**src/rtl/envgen_pkg.sv**
```systemverilog
package envgen_pkg;
  typedef struct packed {
    logic cont;   // bit 3: repeat after the first ramp
    logic att;    // bit 2: first ramp rises
    logic alt;    // bit 1: reverse direction at ramp end
    logic hold;   // bit 0: freeze after the first ramp
  } env_shape_t;
endpackage

```
**src/rtl/env_rst_sync.sv**
```systemverilog
module env_rst_sync (
  input  logic clk,
  input  logic rst_n,
  output logic rst_n_sync
);
  logic meta_q;
  logic sync_q;

  always_ff @(posedge clk or negedge rst_n) begin
    if (!rst_n) begin
      meta_q <= 1'b0;
      sync_q <= 1'b0;
    end else begin
      meta_q <= 1'b1;
      sync_q <= meta_q;
    end
  end

  assign rst_n_sync = sync_q;
endmodule

```
**src/rtl/env_step_timer.sv**
```systemverilog
module env_step_timer #(
  parameter int PER_W   = 16,
  parameter int PRE_DIV = 8
) (
  input  logic             clk,
  input  logic             rst_n,
  input  logic             tick_i,
  input  logic             clr_i,
  input  logic [PER_W-1:0] period_i,
  output logic             step_o
);
  localparam int PRE_W = (PRE_DIV > 1) ? $clog2(PRE_DIV) : 1;
  localparam logic [PRE_W-1:0] PRE_LAST = PRE_W'(PRE_DIV - 1);

  logic [PRE_W-1:0] pre_q, pre_d;
  logic [PER_W-1:0] per_q, per_d;
  logic [PER_W-1:0] eff_period;
  logic             pre_wrap;
  logic             per_last;

  // a zero period steps at the same rate as a period of one
  assign eff_period = (period_i == '0) ? PER_W'(1) : period_i;
  assign pre_wrap   = tick_i && (pre_q == PRE_LAST);
  // magnitude compare so a shortened period never overshoots the wrap
  assign per_last   = (per_q >= (eff_period - PER_W'(1)));
  assign step_o     = pre_wrap && per_last && !clr_i;

  always_comb begin
    pre_d = pre_q;
    per_d = per_q;
    if (clr_i) begin
      pre_d = '0;
      per_d = '0;
    end else if (tick_i) begin
      pre_d = pre_wrap ? '0 : pre_q + PRE_W'(1);
      if (pre_wrap) begin
        per_d = per_last ? '0 : per_q + PER_W'(1);
      end
    end
  end

  always_ff @(posedge clk or negedge rst_n) begin
    if (!rst_n) begin
      pre_q <= '0;
      per_q <= '0;
    end else begin
      pre_q <= pre_d;
      per_q <= per_d;
    end
  end

  // without a tick and without a restart the timer does not move
  assert_idle_timer_R4: assert property (@(posedge clk) disable iff (!rst_n)
    (!tick_i && !clr_i) |=> ($stable(pre_q) && $stable(per_q)));

  // a step is only ever issued on a master tick
  assert_step_on_tick_R3: assert property (@(posedge clk) disable iff (!rst_n)
    step_o |-> tick_i);
endmodule

```
**src/rtl/env_shape_seq.sv**
```systemverilog
module env_shape_seq
  import envgen_pkg::*;
#(
  parameter int LVL_W = 5
) (
  input  logic             clk,
  input  logic             rst_n,
  input  logic             step_i,
  input  logic             wr_i,
  input  env_shape_t       shape_i,
  output logic [LVL_W-1:0] level_o,
  output logic             hold_o,
  output logic             rising_o
);
  localparam logic [LVL_W-1:0] CNT_MAX = {LVL_W{1'b1}};

  logic [LVL_W-1:0] cnt_q, cnt_d;
  logic             att_q, att_d;
  logic             hold_q, hold_d;
  env_shape_t       shape_q, shape_d;

  always_comb begin
    cnt_d   = cnt_q;
    att_d   = att_q;
    hold_d  = hold_q;
    shape_d = shape_q;
    if (wr_i) begin
      cnt_d   = '0;
      att_d   = shape_i.att;
      hold_d  = 1'b0;
      shape_d = shape_i;
    end else if (step_i && !hold_q) begin
      if (cnt_q != CNT_MAX) begin
        cnt_d = cnt_q + LVL_W'(1);
      end else if (!shape_q.cont) begin
        // one-shot: settle at zero
        att_d  = 1'b0;
        hold_d = 1'b1;
      end else if (shape_q.hold) begin
        // freeze, optionally at the opposite extreme
        att_d  = att_q ^ shape_q.alt;
        hold_d = 1'b1;
      end else begin
        cnt_d = '0;
        att_d = att_q ^ shape_q.alt;
      end
    end
  end

  always_ff @(posedge clk or negedge rst_n) begin
    if (!rst_n) begin
      cnt_q   <= CNT_MAX;
      att_q   <= 1'b0;
      hold_q  <= 1'b1;
      shape_q <= '0;
    end else begin
      cnt_q   <= cnt_d;
      att_q   <= att_d;
      hold_q  <= hold_d;
      shape_q <= shape_d;
    end
  end

  assign level_o  = att_q ? cnt_q : ~cnt_q;
  assign hold_o   = hold_q;
  assign rising_o = att_q;

  // inside a ramp every step advances the position by one
  assert_ramp_step_R6: assert property (@(posedge clk) disable iff (!rst_n)
    (step_i && !wr_i && !hold_q && cnt_q != CNT_MAX) |=>
      ((cnt_q - $past(cnt_q)) == LVL_W'(1)));

  // a frozen contour stays put until the next write
  assert_frozen_R10: assert property (@(posedge clk) disable iff (!rst_n)
    (hold_q && !wr_i) |=> ($stable(level_o) && hold_q));

  // a write always restarts at the first step
  assert_restart_R12: assert property (@(posedge clk) disable iff (!rst_n)
    wr_i |=> (cnt_q == '0 && !hold_q && rising_o == $past(shape_i.att)));

  // a finished one-shot contour is silent
  assert_oneshot_zero_R7: assert property (@(posedge clk) disable iff (!rst_n)
    (hold_q && !shape_q.cont) |-> (level_o == '0));
endmodule

```
**src/rtl/envelope_gen.sv**
```systemverilog
module envelope_gen
  import envgen_pkg::*;
#(
  parameter int PER_W   = 16,
  parameter int LVL_W   = 5,
  parameter int PRE_DIV = 8
) (
  input  logic             clk,
  input  logic             rst_n,
  input  logic             tick_i,
  input  logic [PER_W-1:0] period_i,
  input  logic [3:0]       shape_i,
  input  logic             shape_wr_i,
  output logic [LVL_W-1:0] level_o,
  output logic             hold_o,
  output logic             rising_o
);
  logic       rst_n_int;
  logic       step;
  env_shape_t shape_code;

  assign shape_code = env_shape_t'(shape_i);

  env_rst_sync u_rst_sync (
    .clk        (clk),
    .rst_n      (rst_n),
    .rst_n_sync (rst_n_int)
  );

  env_step_timer #(
    .PER_W   (PER_W),
    .PRE_DIV (PRE_DIV)
  ) u_timer (
    .clk      (clk),
    .rst_n    (rst_n_int),
    .tick_i   (tick_i),
    .clr_i    (shape_wr_i),
    .period_i (period_i),
    .step_o   (step)
  );

  env_shape_seq #(
    .LVL_W (LVL_W)
  ) u_seq (
    .clk      (clk),
    .rst_n    (rst_n_int),
    .step_i   (step),
    .wr_i     (shape_wr_i),
    .shape_i  (shape_code),
    .level_o  (level_o),
    .hold_o   (hold_o),
    .rising_o (rising_o)
  );

  // while the contour runs, the level sits on the side of the ramp direction
  assert_dir_start_R11: assert property (@(posedge clk) disable iff (!rst_n_int)
    shape_wr_i |=> (level_o == (rising_o ? '0 : {LVL_W{1'b1}})));
endmodule

```
**config.mk**
```make
export PLATFORM = sky130hd
export DESIGN_NAME = envelope_gen
export DESIGN_NICKNAME = d
export VERILOG_FILES = /design/src/rtl/envgen_pkg.sv /design/src/rtl/env_rst_sync.sv /design/src/rtl/env_step_timer.sv /design/src/rtl/env_shape_seq.sv /design/src/rtl/envelope_gen.sv
export SDC_FILE = /design/constraint.sdc
export NUM_CORES = 1
export LEC_CHECK = 0
export ABC_AREA = 1
export ABC_CLOCK_PERIOD_IN_PS = 1000
export BUFFER_PORTS_ARGS = -buffer_cell sky130_fd_sc_hd__buf_2
export CORE_MARGIN = 2
export CORE_UTILIZATION = 59
export DETAILED_ROUTE_END_ITERATION = 7
export GPL_TIMING_DRIVEN = 1
export PLACE_DENSITY = 0.81
export RECOVER_POWER = 25
export SETUP_SLACK_MARGIN = 0.02
export SYNTH_ARGS = -nofsm -noshare
export SYNTH_HDL_FRONTEND = slang
export SYNTH_HIERARCHICAL = 1
export SYNTH_SLANG_ARGS = --single-unit
```
**constraint.sdc**
```tcl
create_clock -name clk -period 1 [get_ports clk]
set_input_delay 0.15 -clock clk [delete_from_list [all_inputs] [get_ports clk]]
set_output_delay 0.15 -clock clk [all_outputs]
set_load 0.05 [all_outputs]
```
==> results.py, run 1 <==
metrics = {
    "placed_design": {
        "routabilityCongestion": 0.898,
        "hpwlAfterDp_microns": 5220,
        "io_buffers": 30,
    },
    "synthesis": {
        "synth_commonest_cells": "nand2_1 (106), nor2_1 (44), inv_1 (34)",
        "synth_area_leaders": "dfrtp_1 (24%), nand2_1 (15%), ha_1 (10%)",
        "ys_ff_latch": 31,
        "synth_area_leader_cell": "dfrtp_1",
        "yosysMostFrequentCell": "nand2_1",
        "yosysWarnings": 6,
        "yosysSeqAreaShare_pct": 29.5,
        "synth_top_area_share_pct": 23.5,
        "synth_top_flop_cell": "dfrtp_1",
        "async_flop_share_pct": 100,
        "syn-instance-count": 367,
        "avgSynthCellArea_sq_um": 7.24,
        "synth.distinct_cells": 34,
        "synth_area_sq_um": 2660,
        "synth_nets": 413,
        "synth_edf_count": 0,
    },
    "die": {
        "fp-row-count": 24,
        "die_w_microns": 71.1,
        "initial_core_util_pct": 61.0,
        "ioPinCount": 31,
        "dieHeight_microns": 71.1,
    },
    "clock_tree": {
        "cts_buffers": 5,
        "cts.path.max_buffers": 2,
        "htreeDepth": 2,
        "cts.sinks": 31,
        "clock_tree.root_cell": "clkbuf_8",
    },
    "outcome": {
        "haltStage": "5_1_grt",
        "first-error": "[ERROR GRT-0232] Routing congestion too high. Check the congestion heatmap in the GUI.",
        "status": "aborted with a tool error",
    },
    "global_routing": {
        "grt_max_degree": 21,
        "grt_remaining_overflow": 251,
        "track_usage_pct": 90.0,
    },
    "sta": {
        "worstEpCategory": "register input",
        "repair-timing-grt-worst-ep": "u_seq/cnt_q[3]$_DFFE_PN1P_/D",
    },
}
-- cells by family after synthesis --
logic type	share of synthesized area [%]
xor+xnor	8.90
fa+ha+maj	10.4
buf+inv	7.49
compound gates	5.23
flops	29.5
simple gates	38.4
other cells	0.141
-- through the flow --
| step | instance area, sq um | setup WS (ns) | cells | setup TNS [ns] |
|---|---|---|---|---|
| 3_3_place_gp | 3530 | -1.70 | 511 | -35.32 |
| 2_1_floorplan | 2820 | -1.54 | 367 | -30.68 |
| 3_5_place_dp | 3530 | -1.89 | 511 | -38.88 |
| 4_1_cts | 3980 | -1.45 | 532 | -32.51 |
-- routing by layer --
layer	GRT overflow	track usage, %
met5	0	20.2
met4	91	105
met3	1	66.4
met2	159	111
met1	0	86.5
-- repair_timing --
| item | CTS |
|---|---|
| pin swaps | 15 |
| setup endpoints to repair | 32 |
| gates cloned | 1 |
| setup buffers | 13 |
| gates resized for setup | 59 |
| hold endpoints to repair | 2 |
| hold buffers | 1 |
==> inputs of run 2 (changes only) <==
- CORE_UTILIZATION: 59 -> 40
- PLACE_DENSITY: 0.81 -> not set
- PLACE_DENSITY_LB_ADDON: not set -> 0.15
- SETUP_SLACK_MARGIN: 0.02 -> not set
==> results.py, run 2 <==
metrics = {
    "route": {
        "drc": 0,
        "drt-total-wl_microns": 6810,
        "dr.pass1.iters": 4,
        "wl_met3_microns": 174,
        "drtIter0Drc": 150,
        "vias": 2671,
        "wl_met2_microns": 3450,
        "wl_met1_microns": 3110,
        "ant_nets": 0,
        "highest_layer": "met4",
        "wl_per_cell_microns": 12.2,
        "vias_per_cell": 4.77,
    },
    "synthesis": {
        "muxShareOfSynthArea_pct": 0,
        "synth_top_family_by_area": "simple AND/OR/NAND/NOR gates",
        "synth_area_sq_um": 2660,
        "avgSynthCellArea_sq_um": 7.24,
        "synth_top_flop_cell": "dfrtp_1",
        "synth_area_leader_cell": "dfrtp_1",
        "synthAdderAreaFrac_pct": 10.4,
        "synth_xor_area_share_pct": 8.90,
        "synth.distinct_cells": 34,
        "synth_nets": 413,
        "yosys.area_share.simple_pct": 38.4,
        "synth_top_area_share_pct": 23.5,
        "async_flop_share_pct": 100,
        "syn-instance-count": 367,
        "yosysMostFrequentCell": "nand2_1",
        "yosysWarnings": 6,
        "synth_commonest_cells": "nand2_1 (106), nor2_1 (44), inv_1 (34)",
        "synth_area_leaders": "dfrtp_1 (24%), nand2_1 (15%), ha_1 (10%)",
        "ys_ff_latch": 31,
        "yosysSeqAreaShare_pct": 29.5,
        "synth-compound-area-share_pct": 5.23,
        "synth_edf_count": 0,
    },
    "worst_setup_path": {
        "r2r-start": "u_timer/per_q[3]",
        "required_ns": 1.18,
        "rrSetupSlack_ns": -1.02,
        "crit_chain": "buf_6 > nor2_2 > nand2_1 > nor2_2 > nand2_2 > nand2_2 > inv_2 > ha_4 > nand2_4 > nor2_4 > nand3_4 > xor2_1 > ha_1 > nand2_2 > nor4_4 > nand2_2 > nand2_2 > nand2_2 > nor2_2 > nand2_2 > nand2_4 > nand2_4 > o21ai_2 > nand2_1",
        "endpoint_kind": "register",
        "cp_num_buf_inv": 2,
        "cp_num_cells": 24,
        "cp_max_fo": 4,
        "start_kind": "input port",
        "rr_worst_depth": 16,
        "endpoint": "u_seq/rising_o",
        "crit_path_max_incr_delay_ns": 0.28,
        "crit_path_start": "period_i[10]",
        "cp.arrival_ns": 2.65,
        "crit_type": "in2reg",
        "cp_slowest_cell": "ha_1",
        "rr_endpoint": "u_seq/rising_o",
        "cp_common_cell": "nand2_2",
        "critPathTopFamily": "simple AND/OR/NAND/NOR gates",
    },
    "power": {
        "leakage_nw": 2.04,
        "p_per_area_nw_per_um2": 811,
        "ir_drop_uv": 683,
        "power_mw": 3.34,
    },
    "global_routing": {
        "grt_pass1_wl_microns": 11800,
        "grt_remaining_overflow": 0,
        "track_usage_pct": 19.8,
        "grt_pass1_vias": 2627,
        "grt_max_degree": 30,
        "antenna_found_initial": 0,
    },
    "outcome": {
        "status": "finished, violations left",
        "violations": "setup timing",
    },
    "sta": {
        "rsz0062_at_grt": "yes",
        "min_period_ns": 2.47,
        "layout_setup_ws_ns": -1.47,
        "maxSlewHeadroom_pct": 54.7,
        "final-max-slew-violation-count": 0,
        "skew_ns": 0.0116,
        "hold_slack_ns": 0.0592,
        "setup_viol": 32,
        "period_share_pct": 247,
        "max_freq_mhz": 405,
        "hold_violations": 0,
        "worst_pin_slew_ns": 0.680,
    },
    "die": {
        "ioPinCount": 31,
        "dieHeight_microns": 85.5,
        "dieArea_sq_um": 7310,
        "initial_core_util_pct": 41.6,
        "die_w_microns": 85.5,
        "fp-row-count": 29,
        "core_area_sq_um": 6390,
    },
    "final_layout": {
        "areaGrowthSynthToFinish_pct": 54.9,
        "reg.largest.list": "u_timer/per_q: 16 flops, u_seq/cnt_q: 5 flops",
        "final_common_cell": "nand2_1",
        "antenna_cells": 0,
        "final_core_util_pct": 64.5,
        "fillers": 541,
        "layout_common_cells": "nand2_1 (93), buf_4 (71), inv_1 (33), nor2_1 (33)",
        "drive_above_1_share_pct": 41.2,
        "nets": 528,
        "largest_reg_flops": 16,
        "regMostFlops": "u_timer/per_q",
    },
    "placed_design": {
        "routabilityCongestion": 0.834,
        "pre_cts_ws_ns": -1.81,
        "hpwlAfterDp_microns": 5010,
        "io_buffers": 30,
    },
    "job": {
        "cap_viol_max_count": 0,
    },
    "clock_tree": {
        "clk_latency_ns": 0.29,
        "htreeDepth": 2,
        "cts_buffers": 5,
        "clk_pin_slew_worst_paths_ns": 0.07,
        "cts.path.max_buffers": 2,
        "cts.sinks": 31,
        "cts_tree": "done",
        "clock_tree.root_cell": "clkbuf_8",
    },
    "min_path": {
        "hold_path_class": "in2reg",
    },
}
run 2: how the worst min path moves through the flow:
stage | from | slack [ns] | depth (start not counted) | endpoint
floorplan | rst_n | -0.15 | 0 | u_rst_sync/meta_q
global placement | rst_n | -0.06 | 1 | u_rst_sync/rst_n_sync
detailed placement | rst_n | -0.06 | 1 | u_rst_sync/meta_q
CTS | shape_i[3] | 0.05 | 3 | u_seq/shape_q[3]
global route | shape_i[0] | 0.08 | 3 | u_seq/shape_q[0]
finish | shape_i[3] | 0.06 | 3 | u_seq/shape_q[3]
run 2: layout make-up:
type / instances / area (sq um) / area share [%]
sequential: 31 / 783 / 19.0
timing repair buffer: 115 / 1030 / 25.0
inverter: 40 / 155 / 3.77
clock inverter: 1 / 5.00 / 0.122
clock buffer: 7 / 76.3 / 1.85
tap: 77 / 96.3 / 2.34
multi-input combinational: 289 / 1970 / 47.9
run 2: timing repair:
action,4_1_cts,5_1_grt
endpoints found under the setup margin,32,32
buffers inserted,5,7
hold buffers,1,0
pin swaps,17,40
gates cloned,0,0
hold endpoints to repair,2,0
gates resized for setup,59,29
run 2: layer usage:
layer  GRT usage, %  vias up
met2           34.0       34
met1           26.1     1219
met3           3.56        6
met5              0        -
li1               -     1412
met4           4.18        0
run 2: power by group:
group / leakage, nW / switching (mW) / internal [mW]
Combinational: 1.60 / 0.531 / 0.523
Sequential: 0.398 / 0.0297 / 1.30
Clock: 0.0422 / 0.473 / 0.488
Total: 2.04 / 1.03 / 2.31
run 2: cells by family after synthesis:
kind of cell | count (synthesis)
xor+xnor | 27
fa+ha+maj | 22
simple gates | 215
buf+inv | 47
other cells | 1
compound gates | 24
flops | 31
run 2: per-stage QoR:
stage,area [sq um],setup TNS (ns),std cells
3_5_place_dp,3610,-37.30,541
2_1_floorplan,2820,-30.68,367
3_3_place_gp,3610,-36.94,541
4_1_cts,3990,-30.75,555
5_1_grt,4120,-36.11,560
6_report,4120,-31.62,560
run 2: worst min-delay path: cells and delay by family:
| family | cells | cell delay (ns) |
|---|---|---|
| and+or+nand+nor | 2 | 0.09 |
| buffers and inverters | 1 | 0.07 |
(Power assumes the default switching activity.)
==> inputs of run 3 (changes only) <==
- TNS_END_PERCENT: not set -> 5
==> results.py, run 3 (same netlist as run 2, synthesis figures left out) <==
metrics = {
    "job": {
        "cap_viol_max_count": 0,
    },
    "final_layout": {
        "nets": 526,
        "regMostFlops": "u_timer/per_q",
        "drive_above_1_share_pct": 37.4,
        "largest_reg_flops": 16,
        "fillers": 581,
        "instances_no_fill": 558,
        "final_common_cell": "nand2_1",
        "areaGrowthSynthToFinish_pct": 45.9,
        "antenna_cells": 0,
        "layout_common_cells": "nand2_1 (96), buf_4 (79), nor2_1 (39), inv_1 (33), dfrtp_1 (24)",
        "reg.largest.list": "u_timer/per_q: 16 flops, u_seq/cnt_q: 5 flops",
    },
    "sta": {
        "hold_slack_ns": 0.0686,
        "skew_ns": 0.00416,
        "setup_viol": 32,
        "layout_setup_ws_ns": -1.60,
        "worst_pin_slew_ns": 0.690,
        "maxSlewHeadroom_pct": 53.9,
        "tns_ns": -34.34,
        "min_period_ns": 2.60,
        "hold_violations": 0,
        "rsz0062_at_grt": "yes",
        "max_freq_mhz": 385,
        "period_share_pct": 260,
        "final-max-slew-violation-count": 0,
    },
    "route": {
        "drc": 0,
        "dr.pass1.iters": 4,
        "wl_per_cell_microns": 12.1,
        "ant_nets": 0,
        "drt-total-wl_microns": 6760,
        "vias_per_cell": 4.85,
        "drtIter0Drc": 154,
        "vias": 2704,
    },
    "worst_setup_path": {
        "rr_endpoint": "u_seq/hold_o",
        "r2r-start": "u_timer/per_q[1]",
        "start_kind": "input port",
        "required_ns": 1.21,
        "endpoint_kind": "register",
        "rr_worst_depth": 17,
        "cp_max_fo": 4,
        "rrSetupSlack_ns": -1.01,
        "crit_type": "in2reg",
        "cp.arrival_ns": 2.81,
    },
    "global_routing": {
        "grt_pass1_wl_microns": 11700,
        "grt_max_degree": 30,
        "antenna_found_initial": 0,
        "track_usage_pct": 19.7,
        "grt_remaining_overflow": 0,
        "grt_pass1_vias": 2633,
    },
    "clock_tree": {
        "htreeDepth": 2,
        "cts.sinks": 31,
        "clk_latency_ns": 0.28,
        "clock_tree.root_cell": "clkbuf_8",
        "cts_buffers": 5,
        "cts.path.max_buffers": 2,
        "clk_pin_slew_worst_paths_ns": 0.06,
        "cts_tree": "done",
    },
    "min_path": {
        "hold_path_class": "in2reg",
        "min_to": "u_seq/shape_q[3]",
        "holdCritStartpoint": "shape_i[3]",
        "hold_depth": 3,
    },
    "die": {
        "dieArea_sq_um": 7310,
        "dieHeight_microns": 85.5,
        "fp-row-count": 29,
        "core_area_sq_um": 6390,
        "ioPinCount": 31,
        "die_w_microns": 85.5,
        "initial_core_util_pct": 41.6,
    },
    "outcome": {
        "status": "finished, violations left",
        "violations": "setup timing",
    },
    "placed_design": {
        "io_buffers": 30,
        "dp.cells": 538,
        "hpwlAfterDp_microns": 4960,
        "routabilityCongestion": 0.841,
        "pre_cts_ws_ns": -1.87,
    },
    "power": {
        "power_mw": 3.17,
        "p_per_area_nw_per_um2": 817,
        "ir_drop_uv": 524,
        "leakage_nw": 1.97,
    },
}
-- run 3: changes by cell type in the layout (fill, tap and decap cells not counted), moves of 2 or more --
cell     previous run  this run
buf_12              3         1
buf_4              71        79
buf_6              25        16
ha_2                0         2
ha_4                3         1
nand2_1            93        96
nand2_2            18        16
nor2_1             33        39
nor2_2             11         4
o21ai_1             6         9
o21ai_2             4         1
xnor2_1            10        15
xnor2_4             5         0
-- run 3: final cells by class --
| class | count | area (sq um) | share of cell area [%] |
|---|---|---|---|
| multi-input combinational | 289 | 1800 | 46.4 |
| timing repair buffer | 113 | 965 | 24.9 |
| sequential | 31 | 785 | 20.2 |
| inverter | 40 | 153 | 3.94 |
| tap | 77 | 96.3 | 2.48 |
| clock buffer | 7 | 76.3 | 1.97 |
| clock inverter | 1 | 5.00 | 0.129 |
-- run 3: what timing repair did --
| action | CTS | global route |
|---|---|---|
| hold endpoints to repair | 2 | 0 |
| pin swaps | 29 | 29 |
| setup buffers | 8 | 3 |
| hold buffers | 1 | 0 |
| setup endpoints to repair | 32 | 33 |
| gates cloned | 0 | 0 |
| resized for setup | 47 | 25 |
-- run 3: through the flow --
stage / util [%] / area (sq um)
after CTS: 59.2 / 3780
after global placement: 53.7 / 3430
after floorplan: - / 2670
after detailed placement: 53.7 / 3430
after global routing: 60.7 / 3880
final: 60.7 / 3880
-- run 3: how the worst max path moves through the flow --
stage                      start             end  slack [ns]  cells after the start
floorplan            period_i[4]  u_seq/rising_o       -1.61                     23
global placement    period_i[10]  u_seq/rising_o       -1.80                     24
detailed placement   period_i[2]  u_seq/rising_o       -1.87                     24
CTS                 period_i[12]  u_seq/rising_o       -1.54                     24
global route         period_i[7]    u_seq/hold_o       -1.81                     23
finish               period_i[7]    u_seq/hold_o       -1.60                     23
-- run 3: worst max-delay path: stages --
cell and delay [ns]:
buf_6 0.09, nor2_1 0.15, nand2_2 0.07, buf_4 0.13, buf_4 0.12, buf_4 0.13
nor2_4 0.12, nand3_2 0.09, buf_4 0.15, xor2_1 0.16, ha_1 0.29, nand2_2 0.08
nor4_4 0.28, nand2_2 0.09, nand2_2 0.09, nand2_2 0.06, nor2_4 0.08, nand2_2 0.08
nand2_4 0.11, nand2_4 0.07, nor2_4 0.11, nand2_1 0.05, o21ai_1 0.07
-- run 3: report_power, final --
group	leakage (nW)	switching (mW)	internal (mW)
sequential	0.397	0.0384	1.30
clock	0.0422	0.467	0.488
combinational	1.53	0.469	0.408
-- run 3: per-layer routing --
layer | GRT usage [%] | vias to the layer above | routed length (microns)
li1 | - | 1397 | -
met1 | 28.3 | 1272 | 3210
met2 | 31.4 | 33 | 3330
met3 | 3.46 | 2 | 195
met4 | 3.90 | 0 | 24
met5 | 0 | - | 0
==> inputs of run 4 (changes only) <==
- CAP_MARGIN: not set -> 40
- CELL_PAD_IN_SITES_DETAIL_PLACEMENT: not set -> 1
- CELL_PAD_IN_SITES_GLOBAL_PLACEMENT: not set -> 1
- CORE_UTILIZATION: 40 -> 25
==> results.py, run 4 (same netlist as run 2, synthesis figures left out) <==
metrics = {
    "outcome": {
        "status": "finished, violations left",
        "violations": "setup timing",
    },
    "sta": {
        "max_freq_mhz": 402,
        "skew_ns": 0.00337,
        "tns_ns": -34.49,
        "rsz0062_at_grt": "yes",
        "hold_slack_ns": 0.0749,
        "maxSlewHeadroom_pct": 49.1,
        "period_share_pct": 249,
        "worst_pin_slew_ns": 0.762,
        "final-max-slew-violation-count": 0,
        "min_period_ns": 2.49,
        "setup_viol": 32,
        "hold_violations": 0,
        "layout_setup_ws_ns": -1.49,
    },
    "worst_setup_path": {
        "cp_max_fo": 4,
        "cp_common_cell": "nand2_2",
        "rr_worst_depth": 17,
        "crit_path_max_incr_delay_ns": 0.29,
        "critPathTopFamily": "simple AND/OR/NAND/NOR gates",
        "crit_type": "in2reg",
        "cp_num_buf_inv": 3,
        "cp_slowest_cell": "ha_1",
        "endpoint_kind": "register",
        "required_ns": 1.22,
        "start_kind": "input port",
        "cp_num_cells": 25,
        "cp.arrival_ns": 2.71,
    },
    "clock_tree": {
        "clk_latency_ns": 0.28,
        "cts_tree": "done",
        "clock_tree.root_cell": "clkbuf_8",
        "cts.path.max_buffers": 2,
        "clk_pin_slew_worst_paths_ns": 0.07,
        "htreeDepth": 2,
        "cts_buffers": 5,
        "cts.sinks": 31,
    },
    "placed_design": {
        "io_buffers": 30,
        "hpwlAfterDp_microns": 6220,
        "routabilityCongestion": 0.800,
    },
    "final_layout": {
        "final_common_cell": "nand2_1",
        "reg.largest.list": "u_timer/per_q: 16 flops, u_seq/cnt_q: 5 flops",
        "antenna_cells": 0,
        "fillers": 1265,
        "nets": 531,
        "areaGrowthSynthToFinish_pct": 52.2,
        "regMostFlops": "u_timer/per_q",
        "drive_above_1_share_pct": 41.2,
        "layout_common_cells": "nand2_1 (95), buf_4 (81), inv_1 (33), nor2_1 (33), dfrtp_1 (24)",
        "largest_reg_flops": 16,
        "final_core_util_pct": 39.2,
    },
    "min_path": {
        "hold_depth": 3,
        "hold_path_class": "in2reg",
    },
    "power": {
        "netSwitchingFraction_pct": 31.0,
        "p_per_area_nw_per_um2": 834,
        "leakage_nw": 2.02,
        "clockPowerShare_pct": 33.6,
        "seq_power_share_pct": 39.8,
        "p_int_mw": 2.33,
        "ir_drop_uv": 356,
        "combinationalPowerShare_pct": 26.6,
        "power.switching_mw": 1.04,
    },
    "route": {
        "ant_nets": 0,
        "drc": 0,
        "vias_per_cell": 4.43,
        "drt-total-wl_microns": 7960,
        "drtIter0Drc": 73,
        "vias": 2756,
        "dr.pass1.iters": 4,
        "wl_per_cell_microns": 12.8,
    },
    "global_routing": {
        "grt_max_degree": 30,
        "antenna_found_initial": 0,
        "grt_pass1_wl_microns": 13600,
        "track_usage_pct": 14.9,
        "grt_pass1_vias": 2892,
        "grt_remaining_overflow": 0,
    },
    "die": {
        "dieArea_sq_um": 11500,
        "core_area_sq_um": 10300,
        "dieHeight_microns": 107,
        "fp-row-count": 37,
        "die_w_microns": 107,
        "initial_core_util_pct": 25.7,
        "ioPinCount": 31,
    },
    "job": {
        "cap_viol_max_count": 0,
    },
}
-- run 4: area by class of cell --
class	instances	area (sq um)	area share (%)
multi-input cells	289	1870	46.3
repair buffers	118	962	23.8
flip-flops and latches	31	785	19.4
well taps	136	170	4.21
inverters	40	153	3.77
clock buffers	7	96.3	2.38
clock inverters	1	7.51	0.186
-- run 4: worst reg2reg max path, stage by stage, from the launching register on --
cell and delay [ns]:
dfrtp_1 0.43, ha_1 0.33, nand2_1 0.09, nor2_1 0.05, nand2_1 0.06, nand2_1 0.04, nor2_1 0.08, nand2_1 0.09
nand2_2 0.09, nand2_2 0.06, nand2_2 0.07, nor2_2 0.04, nand2_2 0.08, nand2_4 0.08, buf_4 0.14, nand4_1 0.07
nand2_1 0.05, nor2_1 0.11
-- run 4: through the flow --
stage / setup slack, ns / instances / total power [mW] / cell area (sq um)
3_5_place_dp: -1.91 / 597 / 2.09 / 3500
3_3_place_gp: -1.79 / 597 / 2.07 / 3500
2_1_floorplan: -1.61 / 367 / 1.76 / 2670
4_1_cts: -1.53 / 615 / 3.37 / 3850
6_report: -1.49 / 622 / 3.37 / 4050
5_1_grt: -1.72 / 622 / 3.58 / 4050
-- run 4: power by group through the flow --
stage,combinational [mW],clock (mW),sequential [mW]
2_1_floorplan,0.366,0,1.40
3_3_place_gp,0.719,0,1.35
3_5_place_dp,0.730,0,1.36
4_1_cts,0.831,1.20,1.34
5_1_grt,0.980,1.25,1.35
6_report,0.897,1.13,1.34
-- run 4: repair_timing --
action	4_1_cts	5_1_grt
pin swaps	13	22
endpoints found under the hold margin	2	0
hold buffers	1	0
buffers inserted	9	7
gates resized for setup	42	41
endpoints found under the setup margin	32	32
-- run 4: final timing paths --
| check | from | to | slack, ns |
|---|---|---|---|
| max in group asynchronous | u_rst_sync/rst_n_sync | u_seq/hold_o | 0.36 |
| hold / removal | shape_i[3] | u_seq/shape_q[3] | 0.07 |
| setup / recovery | period_i[5] | u_seq/hold_o | -1.49 |
| setup reg to reg | u_timer/per_q[3] | u_seq/cnt_q[3] | -1.04 |
| min in group asynchronous | rst_n | u_rst_sync/meta_q | 0.19 |
| hold reg to reg | u_rst_sync/rst_n_sync | u_timer/per_q[15] | 0.31 |
-- run 4: per-layer routing --
metal	part of all wire [%]	vias to the layer above	track usage (%)	wire (microns)
met5	0	-	0	0
met4	0.97	0	3.99	77
met3	1.8	6	1.46	144
met2	50	35	25.7	3960
met1	47	1307	19.7	3780
li1	-	1408	-	-
